File: config.mk
export PLATFORM = sky130hd
export DESIGN_NAME = raster_timing_gen
export DESIGN_NICKNAME = d
export VERILOG_FILES = /design/src/rtl/rtg_pkg.sv /design/src/rtl/rtg_ctrl.sv /design/src/rtl/rtg_datapath.sv /design/src/rtl/raster_timing_gen.sv
export SDC_FILE = /design/constraint.sdc
export NUM_CORES = 1
export LEC_CHECK = 0
export CELL_PAD_IN_SITES_DETAIL_PLACEMENT = 1
export CELL_PAD_IN_SITES_GLOBAL_PLACEMENT = 1
export CORE_UTILIZATION = 54
export CTS_CLUSTER_DIAMETER = 30
export DETAILED_ROUTE_END_ITERATION = 10
export GPL_ROUTABILITY_DRIVEN = 0
export GPL_TIMING_DRIVEN = 0
export PLACE_DENSITY = 0.88
export REMOVE_ABC_BUFFERS = 1
export SLEW_MARGIN = 10
export SYNTH_ARGS = -nofsm -noshare
export SYNTH_HDL_FRONTEND = slang
export SYNTH_HIERARCHICAL = 1
export SYNTH_SLANG_ARGS = --single-unit
File: constraint.sdc
create_clock -name clk -period 15 [get_ports clk]
set_clock_uncertainty 0.1 [all_clocks]
set_input_delay 3.75 -clock clk [delete_from_list [all_inputs] [get_ports clk]]
set_output_delay 3.75 -clock clk [all_outputs]
set_load 0.1 [all_outputs]
File: src/rtl/rtg_pkg.sv
package rtg_pkg;
  // strobes sent from the counter control to the parameter datapath
  typedef struct packed {
    logic lineEnd;
    logic frameEnd;
  } rtg_strobe_t;

  localparam int NUM_SLOTS  = 8;   // four per axis
  localparam int POL_ADDR   = 8;   // polarity slot
  localparam int AXIS_SLOTS = 4;
  localparam int OFS_TOTAL  = 0;
  localparam int OFS_BLANK  = 1;
  localparam int OFS_SSTART = 2;
  localparam int OFS_SEND   = 3;
endpackage

File: src/rtl/rtg_ctrl.sv
module rtg_ctrl
  import rtg_pkg::*;
#(
  parameter int COORD_W = 12
) (
  input  logic               clk,
  input  logic               rstN,
  input  logic [COORD_W-1:0] hTotal,
  input  logic [COORD_W-1:0] vTotal,
  output logic [COORD_W-1:0] hCount,
  output logic [COORD_W-1:0] vCount,
  output rtg_strobe_t        strobe
);
  localparam logic [COORD_W-1:0] ONE = COORD_W'(1);

  always_comb begin
    strobe.lineEnd  = (hCount == hTotal - ONE);
    strobe.frameEnd = strobe.lineEnd && (vCount == vTotal - ONE);
  end

  always_ff @(posedge clk) begin
    if (!rstN) begin
      hCount <= '0;
      vCount <= '0;
    end else if (strobe.frameEnd) begin
      hCount <= '0;
      vCount <= '0;
    end else if (strobe.lineEnd) begin
      hCount <= '0;
      vCount <= vCount + ONE;
    end else begin
      hCount <= hCount + ONE;
    end
  end
endmodule

File: src/rtl/rtg_datapath.sv
module rtg_datapath
  import rtg_pkg::*;
#(
  parameter int COORD_W = 12,
  parameter int ADDR_W  = 4,
  parameter int H_TOTAL = 800,
  parameter int H_BLANK = 640,
  parameter int H_SSTRT = 656,
  parameter int H_SEND  = 752,
  parameter int V_TOTAL = 525,
  parameter int V_BLANK = 480,
  parameter int V_SSTRT = 490,
  parameter int V_SEND  = 492
) (
  input  logic               clk,
  input  logic               rstN,
  input  logic               cfgWe,
  input  logic [ADDR_W-1:0]  cfgAddr,
  input  logic [COORD_W-1:0] cfgData,
  input  rtg_strobe_t        strobe,
  input  logic [COORD_W-1:0] hCount,
  input  logic [COORD_W-1:0] vCount,
  output logic [COORD_W-1:0] hTotalAct,
  output logic [COORD_W-1:0] vTotalAct,
  output logic               hBlank,
  output logic               vBlank,
  output logic               hSync,
  output logic               vSync,
  output logic               activeVideo
);
  localparam logic [COORD_W-1:0] RST_VAL [NUM_SLOTS] = '{
    COORD_W'(H_TOTAL), COORD_W'(H_BLANK), COORD_W'(H_SSTRT), COORD_W'(H_SEND),
    COORD_W'(V_TOTAL), COORD_W'(V_BLANK), COORD_W'(V_SSTRT), COORD_W'(V_SEND)
  };

  logic [COORD_W-1:0] shadowReg [NUM_SLOTS];
  logic [COORD_W-1:0] activeReg [NUM_SLOTS];
  logic [1:0]         shadowPol, activePol;
  logic [1:0]         blankVec, syncVec;

  for (genvar i = 0; i < NUM_SLOTS; i++) begin : g_slot
    always_ff @(posedge clk) begin
      if (!rstN) begin
        shadowReg[i] <= RST_VAL[i];
        activeReg[i] <= RST_VAL[i];
      end else begin
        if (strobe.frameEnd) activeReg[i] <= shadowReg[i];
        if (cfgWe && cfgAddr == ADDR_W'(i)) shadowReg[i] <= cfgData;
      end
    end
  end

  always_ff @(posedge clk) begin
    if (!rstN) begin
      shadowPol <= 2'b00;
      activePol <= 2'b00;
    end else begin
      if (strobe.frameEnd) activePol <= shadowPol;
      if (cfgWe && cfgAddr == ADDR_W'(POL_ADDR)) shadowPol <= cfgData[1:0];
    end
  end

  // one comparator set per axis: 0 horizontal, 1 vertical
  for (genvar a = 0; a < 2; a++) begin : g_axis
    localparam int BASE = a * AXIS_SLOTS;
    logic [COORD_W-1:0] axisCount;
    logic               syncRaw;
    assign axisCount   = (a == 0) ? hCount : vCount;
    assign blankVec[a] = axisCount >= activeReg[BASE + OFS_BLANK];
    assign syncRaw     = (axisCount >= activeReg[BASE + OFS_SSTART]) &&
                         (axisCount <  activeReg[BASE + OFS_SEND]);
    assign syncVec[a]  = activePol[a] ? syncRaw : !syncRaw;
  end

  assign hTotalAct   = activeReg[OFS_TOTAL];
  assign vTotalAct   = activeReg[AXIS_SLOTS + OFS_TOTAL];
  assign hBlank      = blankVec[0];
  assign vBlank      = blankVec[1];
  assign hSync       = syncVec[0];
  assign vSync       = syncVec[1];
  assign activeVideo = ~|blankVec;
endmodule

File: src/rtl/raster_timing_gen.sv
module raster_timing_gen
  import rtg_pkg::*;
#(
  parameter int COORD_W = 12,
  parameter int ADDR_W  = 4,
  parameter int H_TOTAL = 800,
  parameter int H_BLANK = 640,
  parameter int H_SSTRT = 656,
  parameter int H_SEND  = 752,
  parameter int V_TOTAL = 525,
  parameter int V_BLANK = 480,
  parameter int V_SSTRT = 490,
  parameter int V_SEND  = 492
) (
  input  logic               clk,
  input  logic               rstN,
  input  logic               cfgWe,
  input  logic [ADDR_W-1:0]  cfgAddr,
  input  logic [COORD_W-1:0] cfgData,
  output logic               hSync,
  output logic               vSync,
  output logic               hBlank,
  output logic               vBlank,
  output logic               activeVideo,
  output logic [COORD_W-1:0] pixelX,
  output logic [COORD_W-1:0] lineY
);
  rtg_strobe_t        strobe;
  logic [COORD_W-1:0] hTotalAct, vTotalAct;
  logic [COORD_W-1:0] hCount, vCount;

  rtg_ctrl #(.COORD_W(COORD_W)) u_ctrl (
    .clk(clk), .rstN(rstN), .hTotal(hTotalAct), .vTotal(vTotalAct),
    .hCount(hCount), .vCount(vCount), .strobe(strobe)
  );

  rtg_datapath #(
    .COORD_W(COORD_W), .ADDR_W(ADDR_W),
    .H_TOTAL(H_TOTAL), .H_BLANK(H_BLANK), .H_SSTRT(H_SSTRT), .H_SEND(H_SEND),
    .V_TOTAL(V_TOTAL), .V_BLANK(V_BLANK), .V_SSTRT(V_SSTRT), .V_SEND(V_SEND)
  ) u_dp (
    .clk(clk), .rstN(rstN), .cfgWe(cfgWe), .cfgAddr(cfgAddr), .cfgData(cfgData),
    .strobe(strobe), .hCount(hCount), .vCount(vCount),
    .hTotalAct(hTotalAct), .vTotalAct(vTotalAct),
    .hBlank(hBlank), .vBlank(vBlank), .hSync(hSync), .vSync(vSync),
    .activeVideo(activeVideo)
  );

  assign pixelX = hCount;
  assign lineY  = vCount;
endmodule

==> summary.txt <==
Route
  • Detailed Routing Iterations Pass 1: 5
  • DR iter-0 viols: ~570
  • Via density: 6.52
  • Antenna Nets Post-Route: 0
  • Avg WL per Cell: 28.9 um
  • Drt total wl: 38800 um
  • Vias after detailed routing: 8745
  • DRC: 0

Flow run
  • MaxCap Viol Count: 0

STA
  • Fin. max-slew vios: 0
  • Worst rel slew slack: 15.2%
  • Fin crit share: between 50% and 60%
  • Achievable Freq: 0.123 GHz
  • Final Hold Fails: 0
  • RSZ-0062 raised after global routing: no
  • Setup TNS: 0 ns
  • Setup slack after layout: between 6 and 7 ns
  • WHS: 0.403 ns
  • Tightest Pin Transition: 1.27 ns
  • Setup Viol. Count Final: 0
  • Crit path time final: 8.11 ns

Critical path
  • CP Capture Type: output pin
  • Register-to-Register Path Depth: 13
  • R2R Path Start: u_dp/activeReg[1][0]$_SDFFCE_PN1P_
  • CP Max Fanout: 10
  • Worst path arrival time: 4.26 ns
  • Worst EP required: 11.15 ns
  • Crit path kind: flop to output pin
  • Critical path startpoint: u_ctrl/hCount[2]$_SDFF_PP0_
  • Startpoint types: flop

Floorplanning
  • FP Rows: 52
  • Die height: between 100 and 150 um
  • I/O pin cnt: 48
  • Die ar.: roughly 0.022 mm2
  • Die X: ~150 um
  • Core area: slightly above 0.02 mm2
  • Starting density of the core: 55.7%

Clock tree
  • Clock transition at path regs: 0.04 ns
  • Worst-skew pair later-pin latency: 0.53 ns
  • Root Driver: clkbuf_16
  • CTS sink count: 220
  • Post-CTS sizing: 0
  • CTS Hold Bufs: 0
  • # Post-CTS Setup Buffers: 0
  • H-tree Lvls: 2
  • Longest Clk Path Bufs: 3
  • CTS buffer count: 45
  • TritonCTS clock tree: yes

Global route
  • Pin count of the biggest net entering global routing: 57
  • First-pass GRT wire length: roughly 59000 um
  • Initial antenna violation count: 2
  • Grt total ovfl: 0
  • Vias in the first global route: around 9600
  • Tot GR Track Use: between 30% and 40%

Synthesis
  • Mapped Cells: 985
  • Synth Area per Inst: roughly 12 um2
  • Syn Std Cell Area: 0.0114 mm2
  • Synthesis warning total: 6

Final layout
  • Fillers: 2001
  • Footprint of the multi-input gates: around 0.0045 mm2
  • Reg area: 0.00633 mm2
  • Diode count: 0
  • Area grow syn2layout: 20.2%
  • Fraction of layout cells with a size suffix above 1: 15.3%
  • Final instance area: 0.0137 mm2
  • Layout net count: ~1100
  • Non-filler cells, final: 1342

Outcome
  • Status: finished clean

Power and ir drop
  • PD cells: 135 mW/mm2
  • Maximum VDD drop: about 0.13 mV
  • Lkg Pwr: 5.54 nW

Placement
  • Placed inst area: 0.0121 mm2
  • IO Port Bufs: 47
  • Dpl cells: 1258
  • DP HPWL: 21000 um
  • Pre-CTS setup slack: between 7 and 8 ns

Min path
  • WHS Path Cells: 1
  • Hold path startpoint: u_dp/shadowReg[1][44]$_SDFFCE_PN1P_
  • Hold crit path type: flop to flop
## cell type report
cell class	count	share of cell area, %
Sequential cell	220	46.1
Multi-Input combinational cell	624	32.7
Clock buffer	52	8.93
Timing Repair Buffer	65	4.64
Clock inverter	32	3.01
Tap cell	270	2.46
Inverter	79	2.16
## routing by layer
layer	wire length [um]	global-route usage, %	vias to the layer above
met5	0	0	-
met2	19800	63.0	504
met1	14500	44.1	4472
met3	2880	6.89	130
met4	1640	18.5	0
li1	-	-	3639
## state kept, by name, indices dropped and copies added (netlist names)
name,flops
u_dp/shadowReg,96
u_ctrl/hCount,12
u_dp/activeReg,96
u_ctrl/vCount,12
u_dp/activePol,2
u_dp/shadowPol,2
## where the power goes
group | leakage (nW) | switching [W] | total, W | internal (W)
Combinational | 2.74 | 0.0000505 | 0.0000709 | 0.0000204
Clock | 0.767 | 0.000350 | 0.00108 | 0.000727
Sequential | 2.03 | 0.0000131 | 0.000701 | 0.000688
Total | 5.54 | 0.000414 | 0.00185 | 0.00143
## stage by stage
step | power, W | utilization [%]
5_1_grt | 0.00188 | 66.9
3_3_place_gp | 0.000767 | 57.9
6_report | 0.00185 | 66.9
4_1_cts | 0.00185 | 66.9
2_1_floorplan | 0.000739 | -
3_5_place_dp | 0.000776 | 58.9
## placed cells by master, fill, tap and decap left out, types with 16 or more instances in the layout
cell and instances:
a21oi_1 32, and2_1 65, and3_1 67, clkbuf_16 47, clkdlybuf4s50_1 46, dfxtp_1 28
edfxtp_1 192, ha_1 74, inv_1 79, nand2_1 33, nand2b_1 16, nor2_1 44
o21ai_0 21, or2_2 34, or3_1 35, xnor2_1 26
## critical path, cell delays in order (launching register included)
cell and delay [ns]:
dfxtp_1 0.67, ha_1 0.36, a211oi_1 0.29, o21ai_0 0.23, a41oi_1 0.51, o21ai_0 0.22, a211oi_2 0.28, clkdlybuf4s50_1 1.18
## final timing paths
kind	to	slack [ns]
hold / removal	u_dp/activeReg[1][44]$_SDFFCE_PN1P_	0.40
hold reg to reg	u_dp/activeReg[1][44]$_SDFFCE_PN1P_	0.40
setup reg to reg	u_dp/activeReg[0][8]$_SDFFCE_PN1P_	9.57
setup / recovery	hSync	6.89
Note: power is estimated with default switching activity, not from simulation.
